<file path="config.mk">
export PLATFORM = sky130hd
export DESIGN_NAME = acc_cpu
export DESIGN_NICKNAME = d
export VERILOG_FILES = /design/src/rtl/acc_cpu_pkg.sv /design/src/rtl/acc_cpu_smadd.sv /design/src/rtl/acc_cpu_ctrl.sv /design/src/rtl/acc_cpu_datapath.sv /design/src/rtl/acc_cpu.sv
export SDC_FILE = /design/constraint.sdc
export NUM_CORES = 1
export LEC_CHECK = 0
export BUFFER_PORTS_ARGS = -buffer_cell sky130_fd_sc_hd__buf_4
export CAP_MARGIN = 10
export CORE_UTILIZATION = 66
export CTS_CLUSTER_SIZE = 8
export DETAILED_ROUTE_END_ITERATION = 6
export HOLD_SLACK_MARGIN = 0.08
export PLACE_DENSITY = 0.91
export SLEW_MARGIN = 15
export SYNTH_ARGS = -nofsm -noshare
export SYNTH_HDL_FRONTEND = slang
export SYNTH_SLANG_ARGS = --single-unit
</file>
<file path="constraint.sdc">
create_clock -name clk -period 4.7 [get_ports clk]
set_input_delay 0.705 -clock clk [delete_from_list [all_inputs] [get_ports clk]]
set_output_delay 0.705 -clock clk [all_outputs]
set_load 0.05 [all_outputs]
</file>
<file path="src/rtl/acc_cpu_pkg.sv">
package acc_cpu_pkg;

  localparam logic [3:0] OPC_STOP  = 4'h0;
  localparam logic [3:0] OPC_ADD   = 4'h1;
  localparam logic [3:0] OPC_STORE = 4'h2;
  localparam logic [3:0] OPC_JUMP  = 4'h3;
  localparam logic [3:0] OPC_RETI  = 4'h4;
  localparam logic [3:0] OPC_LOAD  = 4'h5;

  typedef enum logic [3:0] {
    ST_F_MAR,
    ST_F_RD,
    ST_F_MBR,
    ST_F_IR,
    ST_DEC,
    ST_X_RD,
    ST_X_MBR,
    ST_X_AC,
    ST_W_MEM,
    ST_ICHK,
    ST_HALT
  } cpu_state_e;

  typedef struct packed {
    logic mar_from_pc;
    logic mar_from_ir;
    logic pc_inc;
    logic pc_from_ir;
    logic mbr_from_mem;
    logic mbr_from_ac;
    logic ir_from_mbr;
    logic ac_from_mbr;
    logic ac_from_sum;
    logic ctx_save;
    logic ctx_restore;
  } dp_ctl_t;

endpackage

</file>
<file path="src/rtl/acc_cpu_smadd.sv">
module acc_cpu_smadd #(
  parameter int W = 16
) (
  input  logic [W-1:0] a,
  input  logic [W-1:0] b,
  output logic [W-1:0] y
);
  localparam int MAG_W = W - 1;

  logic             sa, sb, sr;
  logic [MAG_W-1:0] ma, mb, mr;

  assign sa = a[W-1];
  assign sb = b[W-1];
  assign ma = a[MAG_W-1:0];
  assign mb = b[MAG_W-1:0];

  always_comb begin
    if (sa == sb) begin
      mr = ma + mb;
      sr = sa;
    end else if (ma >= mb) begin
      mr = ma - mb;
      sr = sa;
    end else begin
      mr = mb - ma;
      sr = sb;
    end
  end

  // zero is always positive
  assign y = {(mr != '0) ? sr : 1'b0, mr};

endmodule

</file>
<file path="src/rtl/acc_cpu_ctrl.sv">
module acc_cpu_ctrl
  import acc_cpu_pkg::*;
#(
  parameter int OPC_W = 4
) (
  input  logic             clk,
  input  logic             rst,
  input  logic [OPC_W-1:0] opcode,
  input  logic             irq_req,
  output dp_ctl_t          ctl,
  output logic             mem_rd,
  output logic             mem_wr,
  output logic             irq_ack,
  output logic             halted
);

  cpu_state_e state_q, state_d;
  logic rd_d, wr_d, ack_d, halt_d, ie_q, ie_d;

  always_comb begin
    state_d = state_q;
    ctl     = '0;
    rd_d    = 1'b0;
    wr_d    = 1'b0;
    ack_d   = 1'b0;
    halt_d  = halted;
    ie_d    = ie_q;
    case (state_q)
      ST_F_MAR: begin
        ctl.mar_from_pc = 1'b1;
        rd_d            = 1'b1;
        state_d         = ST_F_RD;
      end
      ST_F_RD: begin
        ctl.pc_inc = 1'b1;
        state_d    = ST_F_MBR;
      end
      ST_F_MBR: begin
        ctl.mbr_from_mem = 1'b1;
        state_d          = ST_F_IR;
      end
      ST_F_IR: begin
        ctl.ir_from_mbr = 1'b1;
        state_d         = ST_DEC;
      end
      ST_DEC: begin
        case (opcode)
          OPC_STOP: begin
            halt_d  = 1'b1;
            state_d = ST_HALT;
          end
          OPC_LOAD, OPC_ADD: begin
            ctl.mar_from_ir = 1'b1;
            rd_d            = 1'b1;
            state_d         = ST_X_RD;
          end
          OPC_STORE: begin
            ctl.mar_from_ir = 1'b1;
            ctl.mbr_from_ac = 1'b1;
            wr_d            = 1'b1;
            state_d         = ST_W_MEM;
          end
          OPC_JUMP: begin
            ctl.pc_from_ir = 1'b1;
            state_d        = ST_ICHK;
          end
          OPC_RETI: begin
            ctl.ctx_restore = 1'b1;
            ie_d            = 1'b1;
            state_d         = ST_ICHK;
          end
          default: state_d = ST_ICHK;
        endcase
      end
      ST_X_RD:  state_d = ST_X_MBR;
      ST_X_MBR: begin
        ctl.mbr_from_mem = 1'b1;
        state_d          = ST_X_AC;
      end
      ST_X_AC: begin
        if (opcode == OPC_ADD) ctl.ac_from_sum = 1'b1;
        else                   ctl.ac_from_mbr = 1'b1;
        state_d = ST_ICHK;
      end
      ST_W_MEM: state_d = ST_ICHK;
      ST_ICHK: begin
        if (ie_q && irq_req) begin
          ctl.ctx_save = 1'b1;
          ie_d         = 1'b0;
          ack_d        = 1'b1;
        end
        state_d = ST_F_MAR;
      end
      default: state_d = ST_HALT;
    endcase
  end

  always_ff @(posedge clk) begin
    if (rst) begin
      state_q <= ST_F_MAR;
      mem_rd  <= 1'b0;
      mem_wr  <= 1'b0;
      irq_ack <= 1'b0;
      halted  <= 1'b0;
      ie_q    <= 1'b1;
    end else begin
      state_q <= state_d;
      mem_rd  <= rd_d;
      mem_wr  <= wr_d;
      irq_ack <= ack_d;
      halted  <= halt_d;
      ie_q    <= ie_d;
    end
  end

  AST_RDWR_EXCL: assert property (@(posedge clk) disable iff (rst) !(mem_rd && mem_wr));
  AST_RD_PULSE: assert property (@(posedge clk) disable iff (rst) mem_rd |=> !mem_rd);
  AST_ACK_PULSE: assert property (@(posedge clk) disable iff (rst) irq_ack |=> !irq_ack);
  AST_IE_CLEAR: assert property (@(posedge clk) disable iff (rst) irq_ack |-> !ie_q);
  AST_HALT_STICKY: assert property (@(posedge clk) disable iff (rst) halted |=> halted);
  AST_HALT_QUIET: assert property (@(posedge clk) disable iff (rst) halted |-> (!mem_rd && !mem_wr && !irq_ack));

endmodule

</file>
<file path="src/rtl/acc_cpu_datapath.sv">
module acc_cpu_datapath
  import acc_cpu_pkg::*;
#(
  parameter int          ADDR_W   = 12,
  parameter int          OPC_W    = 4,
  parameter int unsigned VECTOR   = 'hF00,
  parameter int unsigned RESET_PC = 0
) (
  input  logic                      clk,
  input  logic                      rst,
  input  dp_ctl_t                   ctl,
  input  logic [OPC_W+ADDR_W-1:0]   rdata,
  output logic [ADDR_W-1:0]         mar,
  output logic [OPC_W+ADDR_W-1:0]   mbr,
  output logic [OPC_W-1:0]          opcode,
  output logic [ADDR_W-1:0]         pc
);
  localparam int DATA_W = OPC_W + ADDR_W;

  logic [ADDR_W-1:0] pc_q, spc_q;
  logic [DATA_W-1:0] ir_q, ac_q, sac_q, sum;

  acc_cpu_smadd #(.W(DATA_W)) u_add (.a(ac_q), .b(mbr), .y(sum));

  always_ff @(posedge clk) begin
    if (rst) begin
      pc_q  <= ADDR_W'(RESET_PC);
      spc_q <= '0;
      mar   <= '0;
      mbr   <= '0;
      ir_q  <= '0;
      ac_q  <= '0;
      sac_q <= '0;
    end else begin
      if (ctl.ctx_save) begin
        spc_q <= pc_q;
        sac_q <= ac_q;
        pc_q  <= ADDR_W'(VECTOR);
      end else if (ctl.ctx_restore) begin
        pc_q  <= spc_q;
      end else if (ctl.pc_from_ir) begin
        pc_q  <= ir_q[ADDR_W-1:0];
      end else if (ctl.pc_inc) begin
        pc_q  <= pc_q + ADDR_W'(1);
      end

      if (ctl.mar_from_pc)      mar <= pc_q;
      else if (ctl.mar_from_ir) mar <= ir_q[ADDR_W-1:0];

      if (ctl.mbr_from_mem)     mbr <= rdata;
      else if (ctl.mbr_from_ac) mbr <= ac_q;

      if (ctl.ir_from_mbr) ir_q <= mbr;

      if (ctl.ctx_restore)      ac_q <= sac_q;
      else if (ctl.ac_from_sum) ac_q <= sum;
      else if (ctl.ac_from_mbr) ac_q <= mbr;
    end
  end

  assign opcode = ir_q[DATA_W-1:ADDR_W];
  assign pc     = pc_q;

  AST_CTX_BACK: assert property (@(posedge clk) disable iff (rst)
    ctl.ctx_restore |=> (ac_q == $past(sac_q) && pc_q == $past(spc_q)));
  AST_FETCH_STEP: assert property (@(posedge clk) disable iff (rst)
    ctl.pc_inc |=> pc_q == $past(pc_q) + ADDR_W'(1));

endmodule

</file>
<file path="src/rtl/acc_cpu.sv">
module acc_cpu
  import acc_cpu_pkg::*;
#(
  parameter int          ADDR_W   = 12,
  parameter int          OPC_W    = 4,
  parameter int unsigned VECTOR   = 'hF00,
  parameter int unsigned RESET_PC = 0,
  localparam int         DATA_W   = OPC_W + ADDR_W
) (
  input  logic              clk,
  input  logic              rst,
  output logic [ADDR_W-1:0] mem_addr,
  output logic              mem_rd,
  output logic              mem_wr,
  output logic [DATA_W-1:0] mem_wdata,
  input  logic [DATA_W-1:0] mem_rdata,
  input  logic              irq_req,
  output logic              irq_ack,
  output logic              halted
);

  dp_ctl_t           ctl;
  logic [OPC_W-1:0]  opcode;
  logic [ADDR_W-1:0] pc;

  acc_cpu_ctrl #(.OPC_W(OPC_W)) u_ctrl (
    .clk(clk), .rst(rst), .opcode(opcode), .irq_req(irq_req), .ctl(ctl),
    .mem_rd(mem_rd), .mem_wr(mem_wr), .irq_ack(irq_ack), .halted(halted)
  );

  acc_cpu_datapath #(
    .ADDR_W(ADDR_W), .OPC_W(OPC_W), .VECTOR(VECTOR), .RESET_PC(RESET_PC)
  ) u_dp (
    .clk(clk), .rst(rst), .ctl(ctl), .rdata(mem_rdata),
    .mar(mem_addr), .mbr(mem_wdata), .opcode(opcode), .pc(pc)
  );

  AST_ACK_VECTOR: assert property (@(posedge clk) disable iff (rst)
    irq_ack |-> pc == ADDR_W'(VECTOR));

endmodule

</file>
== Yosys cells after proc, flatten, opt, wreduce, memory -nomap -nowiden ==
Cells that the tools add are included.
Widths: inputs -> output; s select.

* Input port bits: 19
* Flip-flop bits (word level): 109

* Eq/ne operators: 19
* Order comparisons: 1
* $add $sub $neg: 4
* Reductions and logical operators: 18
* Multiplexer cells: 40

{| class="wikitable"
|+ Operator list
! kind !! number
|-
| $mux 16 || 5
|-
| $mux 12 || 6
|-
| $pmux 4 s9 || 1
|-
| $mux 15 || 2
|-
| $sub 15x15->15 || 2
|-
| $eq 4x3->1 const B || 6
|-
| $mux 1 || 22
|-
| $eq 4x2->1 const B || 4
|-
| $add 15x15->15 || 1
|-
| $ge 15x15->1 || 1
|-
| $reduce_bool 15->1 || 1
|-
| $add 12x1->12 const B || 1
|-
| $pmux 4 s3 || 1
|-
| $eq 4x1->1 const B || 2
|-
| $eq 4x4->1 const B || 2
|-
| $logic_not 4->1 || 2
|-
| $ne 4x4->1 const B || 2
|-
| $reduce_or 2->1 || 4
|-
| $reduce_and 3->1 || 2
|-
| $reduce_bool 2->1 || 3
|-
| $reduce_bool 3->1 || 2
|-
| $pmux 1 s2 || 2
|-
| $reduce_bool 4->1 || 1
|-
| $reduce_or 3->1 || 1
|-
| other kinds (6) || 6
|}

== Depth between registers and ports, before layout ==
* Depth in word-level cells: 7
* Mapped depth: 13
* Gate-level depth less buffers: 13

== Cells and area by module ==
Synthesis repeated with hierarchy kept, for this count alone.

* Cells, all modules: 942
* Area total of the unflattened synthesis: 7597.3 um^2

{| class="wikitable"
|+ By module, submodules not included
! module !! area each (um^2) !! sequential area each (um^2) !! instances !! cells each
|-
| acc_cpu_datapath || 4635.7 || 2001.9 || 1 || 543
|-
| acc_cpu_smadd || 2422.3 || 0.0 || 1 || 335
|-
| acc_cpu_ctrl || 539.3 || 180.2 || 1 || 64
|}

== Least setup slack after synthesis ==
Ideal clock, no wire load.

* Kind: register to register
* From: register u_dp.mbr[1]
* To: register u_dp.ac_q[15]
* Path buffers: 0
* Arrival time: 3.184 ns
* Path slack: 1.387 ns
* Clock period less this slack: 3.313 ns
* Cell stages (with the launch flop): 12
* Cell sequence: dfxtp_1 -> inv_1 -> ha_1 -> nand3b_1 -> a21oi_1 -> o31ai_1 -> nand2_1 -> o311ai_0 -> nand3_1 -> xnor2_1 -> nor4_1 -> a31oi_1

* Longest elaborated chain between the ends: 7
* Elaborated cells on any way between the ends: 13
* Classes of those cells: 3 x add/sub; 1 x order compare; 2 x eq/ne; 5 x mux; 2 x reduce/logical

{| class="wikitable"
|+ Ends and longest elaborated chain
! item !! line !! RTL
|-
| from (decl) || acc_cpu_datapath.sv:14 || <nowiki>output logic [OPC_W+ADDR_W-1:0] mbr,</nowiki>
|-
| from (signal assigned) || acc_cpu_datapath.sv:50 || <nowiki>if (ctl.mbr_from_mem) mbr <= rdata;</nowiki>
|-
| from (signal assigned) || acc_cpu_datapath.sv:51 || <nowiki>else if (ctl.mbr_from_ac) mbr <= ac_q;</nowiki>
|-
| $sub 15x15->15 (tied with other cells) || acc_cpu_smadd.sv:26 || <nowiki>mr = mb - ma;</nowiki>
|-
| $mux 15 || acc_cpu_smadd.sv:22 || <nowiki>end else if (ma >= mb) begin</nowiki>
|-
| $mux 15 || acc_cpu_smadd.sv:19 || <nowiki>if (sa == sb) begin</nowiki>
|-
| $reduce_bool 15->1 || acc_cpu_smadd.sv:32 || <nowiki>assign y = {(mr != '0) ? sr : 1'b0, mr};</nowiki>
|-
| $mux 1 || acc_cpu_smadd.sv:32 ||
|-
| $mux 16 || acc_cpu_datapath.sv:56 || <nowiki>else if (ctl.ac_from_sum) ac_q <= sum;</nowiki>
|-
| $mux 16 || acc_cpu_datapath.sv:55 || <nowiki>if (ctl.ctx_restore) ac_q <= sac_q;</nowiki>
|-
| to (signal assigned) || acc_cpu_datapath.sv:55 ||
|-
| to (signal assigned) || acc_cpu_datapath.sv:56 ||
|-
| to (signal assigned) || acc_cpu_datapath.sv:57 || <nowiki>else if (ctl.ac_from_mbr) ac_q <= mbr;</nowiki>
|-
| to (decl) || acc_cpu_datapath.sv:21 || <nowiki>logic [DATA_W-1:0] ir_q, ac_q, sac_q, sum;</nowiki>
|}

Parallel ways exist; a longest one is shown, timed or not.
A chain may end at the register's enable or synchronous reset.

== Final worst setup path ==
* From: register u_dp.mbr[2]
* To: register u_dp.ac_q[15]

Same word-level chain as after synthesis.

==> impl_metrics.tcl <==
set metrics [dict create \
    status "finished, final reports clean" \
    cts_buffers 9 \
    cts.sinks 109 \
    drive_gt1_share_pct 10.41 \
    io_pins 51 \
    nets 979 \
    synth-seq-cells 109 \
    hold_depth 2 \
    worst_pin_slew_ps 1230 \
    cp.required_ps 4980 \
    gp_congestion 0.9452 \
    syn2layout_area_growth_pct 8.863 \
    crit_path_start_kind "register" \
    period_share_pct 75.71 \
    final_hold_viol_count 0 \
    synth_area_um2 6833 \
    vdd_drop_max_mv 0.3169 \
    clk_latency_ps 380 \
    drv_slew 0 \
    place_area_um2 7264 \
    max_freq_mhz 281.0 \
    synth.largest_area_cell "dfxtp_1" \
    critPathArrivalTime_ps 3830 \
    syn-num-nets 963 \
    ys_types 66 \
    tritoncts "yes" \
    r2r_cells 12 \
    power.leakage_uw 0.002870 \
    postSynthCellCount 893 \
    die_y_um 103.8 \
    whs_ps 462.9 \
    cts_root_buf "clkbuf_8" \
    initial_core_util_pct 68.95 \
    fin_tns_setup_ps 0 \
    drtPass1Iterations 6 \
    synth_common_cells "nand2_1 (148), dfxtp_1 (109), a21oi_1 (106)" \
    synthFlopType "dfxtp_1" \
    synth_enable_flop_cells 0 \
    place_ws_ps 1248 \
    avgSynthCellArea_um2 7.652 \
    cts_hold_buf 0 \
    die_area_um2 10760 \
    grt_max_degree 100 \
    yosysMostFrequentCell "nand2_1" \
    rsz0062_at_grt "false" \
    grt_pass1_wl_um 32950 \
    total_power_uw 3366 \
    synth_warnings 0 \
    fin_area_um2 7438 \
    core_area_um2 9910 \
    critPathMaxFanout 12 \
    vias 6944 \
    h-tree-depth 3 \
    antenna_left 0 \
    synth.area.top_cells "dfxtp_1 (32%), ha_1 (8.8%), nand2_1 (8.1%)" \
    row_count 36 \
    cap_viol_max_count 0 \
    num_antenna_cells 0 \
    max-slew-margin-rel_pct 17.73 \
    layout_setup_ws_ps 1141 \
    powerDensity_nw_per_um2 452.5 \
    seq_area_um2 2182 \
    min_path_type "register to register" \
    fin_crit_ps 3559 \
    setup_viol 0 \
    cts-resized-gates 0 \
    grt_overflow 0 \
    dieWidth_um 103.8 \
    grt_usage_pct 37.88 \
    wl_per_cell_um 19.54 \
    grt_antenna_before_repair 0 \
    fillCellCount 721 \
    routed_wl_um 20440 \
    drc 0 \
    grt_pass1_vias 6617 \
    cts_setup_buffers 0 \
    vias_per_cell 6.639 \
    cts_buffer_depth 2 \
    synth_seq_area_share_pct 31.94 \
    ys_async_sr_fraction_pct 0 \
    hpwlAfterDp_um 14310 \
    first_iter_violations 830 \
    path_class "register to register" \
    r2r_slack_ps 1140 \
    clock_skew_ps 8.062 \
    crit_path_end_kind "register" \
    path_clk_slew_ps 100 \
    yosysTopAreaCellShare_pct 31.94 \
    io_buffers 50 \
    multi_input_area_um2 4244 \
]
==> layout make-up <==
class	instances	area share, %
multi-input combinational	676	57.06
sequential	109	29.34
timing repair buffer	66	6.661
inverter	47	2.372
tap	133	2.237
clock buffer	10	1.850
clock inverter	5	0.4878
==> cells by family (layout without fill, tap and decap cells) <==
group / count (synthesis) / count (layout) / synth area share [%]
AOI/OAI and AO/OA: 254 / 254 / 24.32
xor gates and xnor gates: 23 / 23 / 2.948
adders and majority gates: 51 / 51 / 9.669
buffers and inverters: 108 / 128 / 6.208
DFF: 109 / 109 / 31.94
muxes: 27 / 27 / 3.992
and+or+nand+nor: 321 / 321 / 20.93
==> sequential cells by signal, indices dropped and copies added, names as in the netlist <==
name / flops
u_ctrl.halted: 1
u_ctrl.ie_q: 1
u_ctrl.irq_ack: 1
u_ctrl.mem_rd: 1
u_ctrl.mem_wr: 1
u_ctrl.state_q: 4
u_dp.ac_q: 16
u_dp.ir_q: 16
u_dp.mar: 12
u_dp.mbr: 16
u_dp.pc: 12
u_dp.sac_q: 16
u_dp.spc_q: 12
==> critical path, stage by stage, from the launching register on <==
cell	delay (ps)
dfxtp_1	470
inv_1	80
ha_1	460
a21oi_1	270
a21oi_1	150
o31ai_1	450
buf_4	230
nand2_1	190
o311ai_0	430
nand3_1	160
xnor2_1	180
nor4_1	260
a31oi_1	110
==> cell usage in the layout, fill, tap and decap left out, drive strengths merged, types with 4 or more instances in the layout <==
cell type	count
nand2	148
xor2	8
o21ai	18
o21a	6
a2111oi	7
a221oi	17
nor2b	6
a21oi	107
a211oi	33
ha	48
a31oi	8
nor2	81
nand2b	6
nor3	29
o211ai	9
clkbuf	10
nand4	13
a22oi	10
o31ai	5
and3	4
nand3	9
dfxtp	109
clkinv	4
buf	66
nor4	5
nand3b	5
xnor2	15
inv	48
mux2i	25
o22ai	5
==> worst paths after layout <==
| path | startpoint | endpoint |
|---|---|---|
| worst max-delay path | u_dp.mbr[2] | u_dp.ac_q[15] |
| worst min register to register | u_dp.sac_q[7] | u_dp.sac_q[7] |
| worst max register to register | u_dp.mbr[2] | u_dp.ac_q[15] |
| worst min-delay path | u_dp.sac_q[7] | u_dp.sac_q[7] |
==> through the flow <==
step                      instances  utilization (%)
after CTS                      1046            75.06
after global routing           1046            75.06
after global placement         1031            73.31
after floorplan                 893                -
after detailed placement       1031            73.31
final                          1046            75.06
==> report_power, final <==
group | internal [µW] | switching [µW] | total, µW
sequential | 1020 | 140 | 1160
clock | 206 | 318 | 525
combinational | 583 | 1100 | 1680
total | 1810 | 1560 | 3370
==> layer usage <==
metal | up-vias | GRT usage [%] | share of wire (%)
met2 | 431 | 62.61 | 47
met4 | 0 | 13.78 | 3.0
met1 | 3233 | 48.63 | 41
met3 | 85 | 8.244 | 8.9
li1 | 3195 | - | -
met5 | - | 0 | 0
Note: power is estimated with default switching activity, not from simulation.
